--- config.mk ---
export PLATFORM = sky130hd
export DESIGN_NAME = rtc_timebase
export DESIGN_NICKNAME = d
export VERILOG_FILES = /design/src/rtl/rtc_timebase_pkg.sv /design/src/rtl/rtc_ctrl_reg.sv /design/src/rtl/rtc_div_chain.sv /design/src/rtl/rtc_rate_sel.sv /design/src/rtl/rtc_timebase.sv
export SDC_FILE = /design/constraint.sdc
export NUM_CORES = 1
export LEC_CHECK = 0
export ABC_AREA = 1
export BUFFER_PORTS_ARGS = -buffer_cell sky130_fd_sc_hd__clkbuf_2
export CAP_MARGIN = 10
export CORE_ASPECT_RATIO = 1.4
export CORE_MARGIN = 2
export CORE_UTILIZATION = 45
export DETAILED_ROUTE_END_ITERATION = 6
export PLACE_DENSITY = 0.67
export SYNTH_ARGS = -nofsm -noshare
export SYNTH_HDL_FRONTEND = slang
export SYNTH_HIERARCHICAL = 1
export SYNTH_SLANG_ARGS = --single-unit
--- constraint.sdc ---
create_clock -name clk -period 4.3 [get_ports clk]
set_input_delay 0.43 -clock clk [delete_from_list [all_inputs] [get_ports clk]]
set_output_delay 0.43 -clock clk [all_outputs]
set_load 0.1 [all_outputs]
--- src/rtl/rtc_timebase_pkg.sv ---
package rtc_timebase_pkg;

    typedef enum logic [1:0] {
        CHAIN_STOP,
        CHAIN_RUN,
        CHAIN_HOLD
    } chain_mode_e;

    typedef struct packed {
        logic [2:0] dv;
        logic [3:0] rs;
    } ctrl_fields_t;

    function automatic chain_mode_e decode_dv(input logic [2:0] dv);
        if (dv == 3'b010)
            return CHAIN_RUN;
        else if (dv[2:1] == 2'b11)
            return CHAIN_HOLD;
        else
            return CHAIN_STOP;
    endfunction

    // divider bit index for a nonzero rate code
    function automatic int rs_to_tap(input logic [3:0] rs);
        case (rs)
            4'd1:    return 6;
            4'd2:    return 7;
            default: return int'(rs) - 2;
        endcase
    endfunction

endpackage

--- src/rtl/rtc_ctrl_reg.sv ---
module rtc_ctrl_reg
    import rtc_timebase_pkg::*;
(
    input  logic         clk,
    input  logic         rst,
    input  logic         reg_wr,
    input  ctrl_fields_t wr_fields,
    output ctrl_fields_t fields
);

    // intentionally not reset: the control byte survives reset
    always_ff @(posedge clk) begin
        if (reg_wr)
            fields <= wr_fields;
    end

    AST_WR_LANDS: assert property (@(posedge clk)
        reg_wr |=> (fields == $past(wr_fields)));

    AST_RST_KEEPS_CTRL: assert property (@(posedge clk)
        (rst && !reg_wr) |=> $stable(fields));

endmodule

--- src/rtl/rtc_div_chain.sv ---
module rtc_div_chain
    import rtc_timebase_pkg::*;
#(
    parameter int DIV_STAGES = 15,
    parameter int UIP_LEAD   = 8
) (
    input  logic                  clk,
    input  logic                  rst,
    input  logic                  osc_tick,
    input  logic                  set_hold,
    input  logic [2:0]            dv,
    output logic [DIV_STAGES-1:0] cnt,
    output logic                  update_pulse,
    output logic                  uip
);

    localparam logic [DIV_STAGES-1:0] LAST_BEFORE = {1'b0, {(DIV_STAGES-1){1'b1}}};
    localparam logic [DIV_STAGES-1:0] WARN_AT     = LAST_BEFORE - DIV_STAGES'(UIP_LEAD);

    chain_mode_e mode;
    assign mode = decode_dv(dv);

    always_ff @(posedge clk) begin
        if (mode == CHAIN_HOLD)
            cnt <= '0;
        else if (mode == CHAIN_RUN && osc_tick)
            cnt <= cnt + 1'b1;
    end

    always_ff @(posedge clk) begin
        update_pulse <= (mode == CHAIN_RUN) && osc_tick && (cnt == LAST_BEFORE)
                        && uip && !set_hold;
    end

    always_ff @(posedge clk) begin
        if (set_hold || mode != CHAIN_RUN)
            uip <= 1'b0;
        else if (osc_tick && cnt == WARN_AT)
            uip <= 1'b1;
        else if (update_pulse)
            uip <= 1'b0;
    end

    AST_UPD_UNDER_UIP: assert property (@(posedge clk) disable iff (rst)
        update_pulse |-> uip);

    AST_UPD_SINGLE: assert property (@(posedge clk) disable iff (rst)
        update_pulse |=> !update_pulse);

    AST_SET_QUIET: assert property (@(posedge clk) disable iff (rst)
        $past(set_hold) |-> (!update_pulse && !uip));

    AST_HOLD_ZERO: assert property (@(posedge clk) disable iff (rst)
        (mode == CHAIN_HOLD) |=> (cnt == '0));

    AST_STOP_FREEZE: assert property (@(posedge clk) disable iff (rst)
        (mode == CHAIN_STOP) |=> $stable(cnt));

endmodule

--- src/rtl/rtc_rate_sel.sv ---
module rtc_rate_sel
    import rtc_timebase_pkg::*;
#(
    parameter int DIV_STAGES = 15
) (
    input  logic                  clk,
    input  logic                  rst,
    input  logic [DIV_STAGES-1:0] cnt,
    input  logic [3:0]            rs,
    input  logic                  sqw_en,
    input  logic                  pie_en,
    input  logic                  flag_rd,
    output logic                  sqw_out,
    output logic                  pflag,
    output logic                  pirq
);

    int   tap_idx;
    logic tap;
    logic tap_prev;

    assign tap_idx = rs_to_tap(rs);

    always_comb begin
        tap = 1'b0;
        for (int i = 0; i < DIV_STAGES; i++) begin
            if (rs != 4'd0 && i == tap_idx)
                tap = cnt[i];
        end
    end

    always_ff @(posedge clk) begin
        if (rst) begin
            tap_prev <= 1'b0;
            pflag    <= 1'b0;
        end else begin
            tap_prev <= tap;
            if (tap && !tap_prev)
                pflag <= 1'b1;
            else if (flag_rd)
                pflag <= 1'b0;
        end
    end

    assign sqw_out = sqw_en & tap;
    assign pirq    = pie_en & pflag;

    AST_PF_ON_RISE: assert property (@(posedge clk) disable iff (rst)
        $rose(tap) |=> pflag);

    AST_OFF_SILENT: assert property (@(posedge clk) disable iff (rst)
        (rs == 4'd0) |-> !sqw_out);

    AST_IRQ_GATED: assert property (@(posedge clk) disable iff (rst)
        !pie_en |-> !pirq);

endmodule

--- src/rtl/rtc_timebase.sv ---
module rtc_timebase
    import rtc_timebase_pkg::*;
#(
    parameter int DIV_STAGES = 15,
    parameter int UIP_LEAD   = 8
) (
    input  logic       clk,
    input  logic       rst,
    input  logic       osc_tick,
    input  logic       set_hold,
    input  logic       sqw_en,
    input  logic       pie_en,
    input  logic       reg_wr,
    input  logic [7:0] reg_wdata,
    input  logic       flag_rd,
    output logic [7:0] reg_rdata,
    output logic       update_pulse,
    output logic       uip,
    output logic       sqw_out,
    output logic       periodic_flag,
    output logic       periodic_irq
);

    ctrl_fields_t          wr_fields;
    ctrl_fields_t          fields;
    logic [DIV_STAGES-1:0] cnt;
    logic                  wr_unused;

    assign wr_fields = '{dv: reg_wdata[6:4], rs: reg_wdata[3:0]};
    assign wr_unused = reg_wdata[7];

    rtc_ctrl_reg u_ctrl (
        .clk       (clk),
        .rst       (rst),
        .reg_wr    (reg_wr),
        .wr_fields (wr_fields),
        .fields    (fields)
    );

    rtc_div_chain #(
        .DIV_STAGES (DIV_STAGES),
        .UIP_LEAD   (UIP_LEAD)
    ) u_chain (
        .clk          (clk),
        .rst          (rst),
        .osc_tick     (osc_tick),
        .set_hold     (set_hold),
        .dv           (fields.dv),
        .cnt          (cnt),
        .update_pulse (update_pulse),
        .uip          (uip)
    );

    rtc_rate_sel #(
        .DIV_STAGES (DIV_STAGES)
    ) u_rate (
        .clk     (clk),
        .rst     (rst),
        .cnt     (cnt),
        .rs      (fields.rs),
        .sqw_en  (sqw_en),
        .pie_en  (pie_en),
        .flag_rd (flag_rd),
        .sqw_out (sqw_out),
        .pflag   (periodic_flag),
        .pirq    (periodic_irq)
    );

    assign reg_rdata = {uip, fields.dv, fields.rs};

    AST_RD_BUSY_BIT: assert property (@(posedge clk) disable iff (rst)
        reg_rdata[7] == uip);

endmodule

==> results of run 1 <==
logic make-up (layout without fill, tap and decap cells):
family,count (synthesis),in the layout,share of synthesized area
and+or+nand+nor,150,150,0.4504
buffers and inverters,40,69,0.1048
DFF,26,26,0.3776
AOI/OAI and AO/OA,15,15,0.05120
adders and majority gates,2,2,0.01600
synthesized netlist by cell type (2+ instances only):
master / n / area share
inv_1: 33 / 0.079
nand2_1: 66 / 0.16
inv_2: 5 / 0.012
dfxtp_1: 19 / 0.24
nor2_1: 38 / 0.091
a21oi_1: 7 / 0.022
nand3_2: 2 / 0.013
nor2_4: 3 / 0.022
ha_1: 2 / 0.016
o21ai_1: 3 / 0.0096
nor2_2: 3 / 0.012
nand3_1: 16 / 0.051
nand4_1: 6 / 0.024
edfxtp_1: 7 / 0.13
nor3_1: 3 / 0.0096
o21ai_0: 3 / 0.0096
nand2_2: 4 / 0.016
final cells by class:
cell class / instances / area share
multi-input cells: 167 / 0.4499
flip-flops and latches: 26 / 0.3282
inverters: 38 / 0.07928
repair buffers: 27 / 0.07510
well taps: 40 / 0.02782
clock buffers: 3 / 0.02295
clock inverters: 1 / 0.01669
critical path, stage by stage, from the launching register on:
cell	delay, ns
edfxtp_1	0.49
inv_2	0.13
ha_1	0.17
inv_1	0.04
nand2_1	0.06
nand2_1	0.10
o21ai_2	0.18
nand2_1	0.09
nand2_1	0.07
inv_1	0.04
nand4_1	0.08
nand2_1	0.05
nand2_1	0.05
nand2_1	0.05
nand2_1	0.05
nand2_1	0.06
nand4_2	0.08
nand2_1	0.05
inv_1	0.05
clkbuf_2	0.44
cells in the final DEF, fill, tap and decap left out, types with 2 or more instances in the layout:
cell type  netlist  routed
a21oi_1          7       7
clkbuf_2         0      27
clkbuf_8         1       3
dfxtp_1         19      19
edfxtp_1         7       7
ha_1             2       2
inv_1           33      33
inv_2            5       5
nand2_1         66      66
nand2_2          4       4
nand3_1         16      16
nand3_2          2       2
nand4_1          6       6
nor2_1          38      38
nor2_2           3       3
nor2_4           3       3
nor3_1           3       3
o21ai_0          3       3
o21ai_1          3       3
path summary, 6_finish.rpt:
path,endpoint,startpoint
hold reg to reg,u_rate/pflag$_SDFFE_PP0P_,u_rate/tap_prev$_SDFF_PP0_
setup reg to reg,u_rate/pflag$_SDFFE_PP0P_,u_ctrl/fields[1]$_DFFE_PP_
setup / recovery,sqw_out,u_ctrl/fields[1]$_DFFE_PP_
hold / removal,u_ctrl/fields[5]$_DFFE_PP_,reg_wdata[5]
layer usage:
| layer | share of wire | up-vias |
|---|---|---|
| met4 | 0.016 | 0 |
| met2 | 0.52 | 26 |
| li1 | - | 787 |
| met1 | 0.42 | 632 |
| met5 | 0 | - |
| met3 | 0.038 | 4 |
stage by stage:
stage / std cells / setup slack (ns) / hold WS, ns / utilization
final: 302 / 1.275 / 0.3289 / 0.5376
after detailed placement: 298 / 1.559 / 0.4664 / 0.5163
after global placement: 298 / 1.565 / 0.4576 / 0.5163
after CTS: 302 / 1.241 / 0.3226 / 0.5376
after global routing: 302 / 0.9232 / 0.3127 / 0.5376
after floorplan: 233 / 1.004 / 0.4500 / -
sequential cells by signal, indices dropped and copies added, names as in the netlist:
| signal | cells |
|---|---|
| u_ctrl/fields | 7 |
| u_chain/cnt | 15 |
| u_chain/update_pulse | 1 |
| u_rate/pflag | 1 |
| u_chain/uip | 1 |
| u_rate/tap_prev | 1 |
power by group:
part           internal (mW)  leakage [nW]  switching (mW)
logic                 0.0341         0.567           0.122
registers              0.263         0.222          0.0113
clock network          0.125        0.0357          0.0773
total                  0.422         0.825           0.211
==> metrics.yaml, run 1 <==
outcome: "complete, no violations"
crit_required_ns: 3.87
worst_ir_drop_vdd_uv: 197.7
placed_cell_area_sq_mm: 0.001728
synth.avg_cell_area_sq_um: 6.712
grt_pass1_vias: 1253
fin_skew_ns: 0.002946
slew_headroom: 0.6392
tns_ns: 0
post_cts_buffers: 0
fin_crit_sh: 0.7035
die_x_um: 53.83
syn_area_sq_mm: 0.001564
cts_tree: "done"
antenna_left: 0
htreeDepth: 1
hold_viol: 0
die_y_um: 73.76
dp_hpwl_um: 2550
cts_buffers: 3
route.detailed.drc: 0
rows: 25
worst_r2r_path_depth: 16
postSynth.asyncResetShare: 0
start_util: 0.4673
start_kind: "flop"
ys.flop_type: "dfxtp_1"
ys.warnings.count: 6
cap_violations: 0
slew_violations: 0
hold_path.class: "in2reg"
wirelength_um: 3178
yosys_register_bits: 26
syn_inst: 233
worst_slew_pin_slew_ns: 0.5436
viasPerCell: 4.798
drive_gt1_frac: 0.2023
n_antenna_cell: 0
cts_root_buffer: "clkbuf_8"
power_mw: 0.6325
first_pass_iters: 4
grt.busiest_layer: "met2"
postCtsResizedCells: 0
antenna_found_initial: 0
multi_input_area_sq_um: 809.5
numPortBuffers: 27
fp.coreArea_sq_mm: 0.003347
fin_nets: 281
grt_overflow: 0
avgRoutedWirePerCell_um: 10.52
r2r_setup_slack_ns: 2.25
synth-seq-area-share: 0.3776
endpoint_kind: "primary output"
first_iter_violations: 51
cts_num_sinks: 26
ys_types: 30
power.leakage_nw: 0.8246
clk_pin_slew_worst_paths_ns: 0.09
place_congestion: 0.8117
final_area_sq_mm: 0.001799
crit_fanout: 5
grt_pass1_wl_um: 5423
holdPathStages: 1
synth_edf_count: 7
cts_buffer_depth: 2
postCtsHoldBufs: 0
fmax_mhz: 330.6
worst_skew_pair.late_latency_ns: 0.27
grt_max_degree: 16
gr-usage-met1: 0.2277
power_density_mw_per_mm2: 351.5
rsz0062_at_grt: "no"
area_delta_synth_final_pct: 15.04
pin_count: 29
critical_path_class: "reg2out"
setup_viol: 0
syn_nets: 251
grt_usage: 0.1830
dieArea_sq_mm: 0.003970
vias: 1449
met2_usage: 0.3117
period_needed_ns: 3.025
ff_latch_area_sq_um: 590.6
met3_usage: 0.02439
arrival_ns: 2.59
n_fill_cell: 338
(Power assumes the default switching activity.)
==> inputs of run 2 (changes only) <==
- clock period: 4.3 -> 3.1 ns (I/O delays scaled with it)
==> run 2 against run 1 <==
Against the previous run:
- final cell count up 0.66%
- worst hold slack worse by 0.12 ns
- setup slack worse by 1.0 ns
- sequential power rose by 39%
- die area unchanged
- combinational power grew 47%
- count of clock-buffer cells in the layout unchanged
==> metrics.yaml, run 2 (synthesized netlist as in run 1, its figures left out) <==
outcome: "complete, no violations"  # unchanged
slew_headroom: 0.6387  # was 0.6392
cts_num_sinks: 26  # unchanged
worst_slew_pin_slew_ns: 0.5442  # was 0.5436 ns
worst_r2r_path_depth: 16  # unchanged
antenna_left: 0  # unchanged
start_kind: "flop"  # unchanged
max_stage_delay_ns: 0.44  # was 0.49 ns
wirelength_um: 3261  # was 3178 um
tns_ns: 0  # unchanged
routed-wl-met3_um: 88  # was 121 um
pin_count: 29  # unchanged
worst_path_most_repeated_cell: "nand2_1"  # unchanged
arrival_ns: 2.51  # was 2.59 ns
worstHoldStart: "reg_wdata[4]"  # was reg_wdata[5]
layout_common_cells: "63 x nand2_1, 38 x nor2_1, 31 x inv_1, 26 x clkbuf_2, 19 x dfxtp_1"  # was 66 x nand2_1, 38 x nor2_1, 33 x inv_1, 27 x clkbuf_2, 19 x dfxtp_1
vias: 1480  # was 1449
largest_register_ffs: 15  # unchanged
fin_nets: 283  # was 281
setup_viol: 0  # unchanged
crit_fanout: 5  # unchanged
numPortBuffers: 27  # unchanged
cts_tree: "done"  # unchanged
routed-wl-met2_um: 1706  # was 1667 um
wl_met1_um: 1416  # was 1338 um
top_layer_used: "met4"  # unchanged
htreeDepth: 1  # unchanged
viasPerCell: 4.868  # was 4.798
reg_top3: "u_chain/cnt x15, u_ctrl/fields x7"  # unchanged
cts_buffer_depth: 2  # unchanged
r2r_setup_slack_ns: 1.08  # was 2.25 ns
crit_chain: "inv_2 -> ha_4 -> inv_1 -> nand2_1 -> nand2_2 -> o21ai_2 -> nand2_1 -> or2_0 -> nand2_1 -> nand2_1 -> nand2_1 -> nand2_1 -> nand2_1 -> nand4_2 -> nand2_2 -> clkinvlp_4 -> clkbuf_4"  # was inv_2 -> ha_1 -> inv_1 -> nand2_1 -> nand2_1 -> o21ai_2 -> nand2_1 -> nand2_1 -> inv_1 -> nand4_1 -> nand2_1 -> nand2_1 -> nand2_1 -> nand2_1 -> nand2_1 -> nand4_2 -> nand2_1 -> inv_1 -> clkbuf_2
fin_crit_sh: 0.9110
rows: 25  # unchanged
grt_max_degree: 16  # unchanged
antenna_found_initial: 0  # unchanged
slew_violations: 0  # unchanged
start_util: 0.4673  # unchanged
fmax_mhz: 354.1
final_cells: 304  # was 302
clk_pin_slew_worst_paths_ns: 0.09  # about the same
drive_gt1_frac: 0.2311  # was 0.2023
place_congestion: 0.7955  # was 0.8117
n_antenna_cell: 0  # unchanged
hold_viol: 0  # unchanged
cts_root_buffer: "clkbuf_8"  # unchanged
grt_usage: 0.1821  # was 0.1830
fp.coreArea_sq_mm: 0.003347  # unchanged
r2r_start: "u_ctrl/fields[1]$_DFFE_PP_"  # unchanged
grt_pass1_vias: 1239  # was 1253
worst_skew_pair.late_latency_ns: 0.27  # about the same
worst_ir_drop_vdd_uv: 294.3  # was 197.7 uV
cts_buffers: 3  # unchanged
dieArea_sq_mm: 0.003970  # unchanged
postCtsHoldBufs: 0  # unchanged
fin_skew_ns: 0.002456  # was 0.002946 ns
dp_hpwl_um: 2537  # was 2550 um
critical_path_class: "reg2out"  # unchanged
first_pass_iters: 4  # unchanged
grt_overflow: 0  # unchanged
period_needed_ns: 2.824
route.detailed.drc: 0  # unchanged
endpoint_kind: "primary output"  # unchanged
crit_required_ns: 2.79  # was 3.87 ns
power_mw: 0.8887  # was 0.6325 mW
avgRoutedWirePerCell_um: 10.73  # was 10.52 um
placedCellCount: 298  # unchanged
power_density_mw_per_mm2: 482.9  # was 351.5 mW/mm^2
cap_violations: 0  # unchanged
first_iter_violations: 29  # was 51
hold_end: "u_ctrl/fields[4]$_DFFE_PP_"  # was u_ctrl/fields[5]$_DFFE_PP_
largest_register: "u_chain/cnt"  # unchanged
fin_util: 0.5499  # was 0.5376
final_common_cell: "nand2_1"  # unchanged
n_fill_cell: 336  # was 338
rsz0062_at_grt: "no"  # unchanged
hold_path.class: "in2reg"  # unchanged
power.leakage_nw: 0.8254  # was 0.8246 nW
die_y_um: 73.76  # unchanged
crit_path_top_delay_cell: "edfxtp_1"  # unchanged
die_x_um: 53.83  # unchanged
grt_pass1_wl_um: 5368  # was 5423 um
r2r_end: "u_rate/pflag$_SDFFE_PP0P_"  # unchanged
holdPathStages: 1  # unchanged
area_delta_synth_final_pct: 17.68  # was 15.04%
[run 2: cell count changes in the layout (fill, tap and decap cells not counted), sizes merged]
cell / delta
clkinvlp: +1
buf: +2
inv: -1
[run 2: metrics by stage]
stage          hold WS (ns)  area [sq um]  setup WS [ns]
2_1_floorplan        0.4089          1588        0.01131
3_3_place_gp         0.4582          1752         0.4473
3_5_place_dp         0.4746          1752         0.4178
4_1_cts              0.2007          1823         0.1099
5_1_grt              0.1902          1841        0.01240
6_report             0.2067          1841         0.2758
[run 2: worst max path at each step]
stage,start,endpoint,slack (ns),depth (start not counted)
3_3_place_gp,u_ctrl/fields[1]$_DFFE_PP_,sqw_out,0.45,17
6_report,u_ctrl/fields[1]$_DFFE_PP_,sqw_out,0.28,17
3_5_place_dp,u_ctrl/fields[1]$_DFFE_PP_,sqw_out,0.42,17
5_1_grt,u_ctrl/fields[2]$_DFFE_PP_,sqw_out,0.01,17
4_1_cts,u_ctrl/fields[1]$_DFFE_PP_,sqw_out,0.11,17
2_1_floorplan,u_ctrl/fields[1]$_DFFE_PP_,sqw_out,0.01,15
[run 2: report_power, final]
| group | switching, mW | internal, mW | leakage [nW] |
|---|---|---|---|
| Sequential | 0.0149 | 0.365 | 0.222 |
| Combinational | 0.175 | 0.0541 | 0.568 |
| Clock | 0.107 | 0.173 | 0.0357 |
| Total | 0.297 | 0.592 | 0.825 |
[run 2: per-layer routing]
layer | track usage | up-vias
met5 | 0 | -
met4 | 0.07692 | 0
met3 | 0.02439 | 6
met2 | 0.3062 | 24
met1 | 0.2263 | 656
li1 | - | 794
[run 2: repair_timing]
| action | in CTS | in global routing |
|---|---|---|
| endpoints found under the setup margin | 0 | 1 |
| setup buffers | 0 | 2 |
| resized for setup | 0 | 2 |
[run 2: critical path, delay by kind of cell (launching register included)]
family	cells	cell delay [ns]
AOI/OAI and AO/OA	1	0.20
adders and majority gates	1	0.15
buffers and inverters	4	0.51
DFF	1	0.44
and+or+nand+nor	11	0.91
[run 2: cell type report]
type | instances | area, sq um | share of cell area
Clock buffer | 3 | 41.29 | 0.02243
Clock inverter | 1 | 30.03 | 0.01632
Inverter | 38 | 146.4 | 0.07954
Multi-Input combinational cell | 167 | 829.5 | 0.4507
Sequential cell | 26 | 590.6 | 0.3209
Tap cell | 40 | 50.05 | 0.02719
Timing Repair Buffer | 29 | 152.6 | 0.08294
==> inputs of run 3 (changes only) <==
- clock period: 3.1 -> 3 ns (I/O delays scaled with it)
==> run 3 against run 2 <==
Against the previous run:
- total power rose by 4.8%
- non-clock buffer count rose by 2
- critical path depth did not move
- critical endpoint unchanged
- design area rose by 1.2%
- count of clock-buffer cells in the layout did not move
- wire length rose by 2.2%
==> metrics.yaml, run 3 (synthesized netlist as in run 1, its figures left out) <==
outcome: "complete, no violations"  # unchanged
die_x_um: 53.83  # unchanged
area_delta_synth_final_pct: 19.12  # was 17.68%
layout_common_cells: "63 x nand2_1, 38 x nor2_1, 31 x inv_1, 26 x clkbuf_2, 19 x dfxtp_1"  # unchanged
grt_usage: 0.1807  # was 0.1821
r2r_start: "u_ctrl/fields[1]$_DFFE_PP_"  # unchanged
critical_path_class: "reg2out"  # unchanged
dp_hpwl_um: 2589  # was 2537 um
hold_path.class: "in2reg"  # unchanged
holdPathStages: 1  # unchanged
power_mw: 0.9317  # was 0.8887 mW
crit_start: "u_ctrl/fields[1]$_DFFE_PP_"  # unchanged
cts_root_buffer: "clkbuf_8"  # unchanged
antenna_left: 0  # unchanged
fin_skew_ns: 0.003908  # was 0.002456 ns
antenna_found_initial: 0  # unchanged
largest_register: "u_chain/cnt"  # unchanged
cts_buffer_depth: 2  # unchanged
n_antenna_cell: 0  # unchanged
fin_util: 0.5566  # was 0.5499
grt_max_degree: 16  # unchanged
crit_required_ns: 2.70  # was 2.79 ns
grt_pass1_wl_um: 5299  # was 5368 um
wirelength_um: 3334  # was 3261 um
cts_tree: "done"  # unchanged
clk_pin_slew_worst_paths_ns: 0.09  # about the same
final_common_cell: "nand2_1"  # unchanged
start_kind: "flop"  # unchanged
cts_num_sinks: 26  # unchanged
slew_violations: 0  # unchanged
pin_count: 29  # unchanged
worst_r2r_path_depth: 16  # unchanged
first_pass_iters: 4  # unchanged
worst_slew_pin_slew_ns: 0.5426  # was 0.5442 ns
fmax_mhz: 364.0
start_util: 0.4673  # unchanged
fp.coreArea_sq_mm: 0.003347  # unchanged
hold_viol: 0  # unchanged
fin_nets: 285  # was 283
worst_ir_drop_vdd_uv: 440.4  # was 294.3 uV
numPortBuffers: 27  # unchanged
grt_pass1_vias: 1294  # was 1239
setup_viol: 0  # unchanged
viasPerCell: 4.892  # was 4.868
fin_crit_sh: 0.9157
die_y_um: 73.76  # unchanged
rsz0062_at_grt: "no"  # unchanged
grt_overflow: 0  # unchanged
power.leakage_nw: 0.8367  # was 0.8254 nW
cap_violations: 0  # unchanged
rows: 25  # unchanged
period_needed_ns: 2.747
route.detailed.drc: 0  # unchanged
postCtsHoldBufs: 0  # unchanged
largest_register_ffs: 15  # unchanged
power_density_mw_per_mm2: 500.1  # was 482.9 mW/mm^2
reg_top3: "u_chain/cnt x15, u_ctrl/fields x7"  # unchanged
avgRoutedWirePerCell_um: 10.90  # was 10.73 um
drive_gt1_frac: 0.2368  # was 0.2311
crit_fanout: 4  # was 5
endpoint_kind: "primary output"  # unchanged
vias: 1497  # was 1480
cts_buffers: 3  # unchanged
first_iter_violations: 39  # was 29
dieArea_sq_mm: 0.003970  # unchanged
htreeDepth: 1  # unchanged
arrival_ns: 2.45  # was 2.51 ns
worst_skew_pair.late_latency_ns: 0.28  # was 0.27 ns
place_congestion: 0.8092  # was 0.7955
slew_headroom: 0.6398  # was 0.6387
worstHoldStart: "reg_wdata[3]"  # was reg_wdata[4]
==> run 3: changes by cell type in the layout (fill, tap and decap cells not counted) <==
cell / change
buf_4: +3
clkbuf_4: -1
o21ai_2: -1
o21ai_4: +1
==> run 3: per-layer routing <==
layer	part of all wire	wire [um]	global-route usage
met1	0.42	1403	0.2003
met2	0.53	1754	0.3333
met3	0.037	125	0.02439
met4	0.015	51	0.06838
met5	0	0	0
==> run 3: power breakdown <==
group          internal [mW]  switching [mW]
registers              0.377          0.0159
logic                 0.0606           0.184
clock network          0.179           0.115
==> run 3: stage by stage <==
| step | worst slack, ns | instance area (sq um) | hold WS (ns) | std cells | setup TNS, ns |
|---|---|---|---|---|---|
| finish | 0.2528 | 1863 | 0.1938 | 306 | 0 |
| global route | 0.003120 | 1863 | 0.1863 | 306 | 0 |
| CTS | 0.01075 | 1823 | 0.1906 | 302 | 0 |
| detailed placement | 0.3251 | 1752 | 0.4728 | 298 | 0 |
| global placement | 0.3641 | 1752 | 0.4712 | 298 | 0 |
| floorplan | -0.07767 | 1588 | 0.3989 | 233 | -0.07767 |
==> run 3: timing repair <==
item / in CTS / in global routing
gates resized for setup: 0 / 4
setup endpoints to repair: 0 / 1
buffers inserted: 0 / 4
==> run 3: final cells by class <==
| cell class | instances | area, sq um |
|---|---|---|
| clock buffer | 3 | 41.29 |
| timing repair buffer | 31 | 167.7 |
| sequential | 26 | 590.6 |
| multi-input combinational | 167 | 837.1 |
| clock inverter | 1 | 30.03 |
| inverter | 38 | 146.4 |
| fill | 342 | 1484 |
| tap | 40 | 50.05 |
==> run 3: final timing paths <==
path | to | slack (ns)
max | sqw_out | 0.25
min | u_ctrl/fields[3]$_DFFE_PP_ | 0.19
max reg2reg | u_rate/pflag$_SDFFE_PP0P_ | 0.99
min reg2reg | u_chain/cnt[8]$_SDFFE_PN0P_ | 0.49
==> run 3: critical path: stages (launching register included) <==
cell        delay (ns)
edfxtp_1          0.46
inv_2             0.12
ha_4              0.13
inv_1             0.03
nand2_1           0.08
nand2_2           0.09
o21ai_4           0.18
nand2_1           0.09
or2_0             0.19
nand2_1           0.07
nand2_1           0.05
nand2_1           0.05
nand2_1           0.04
nand2_1           0.07
nand4_2           0.10
nand2_2           0.11
clkinvlp_4        0.07
buf_4             0.22
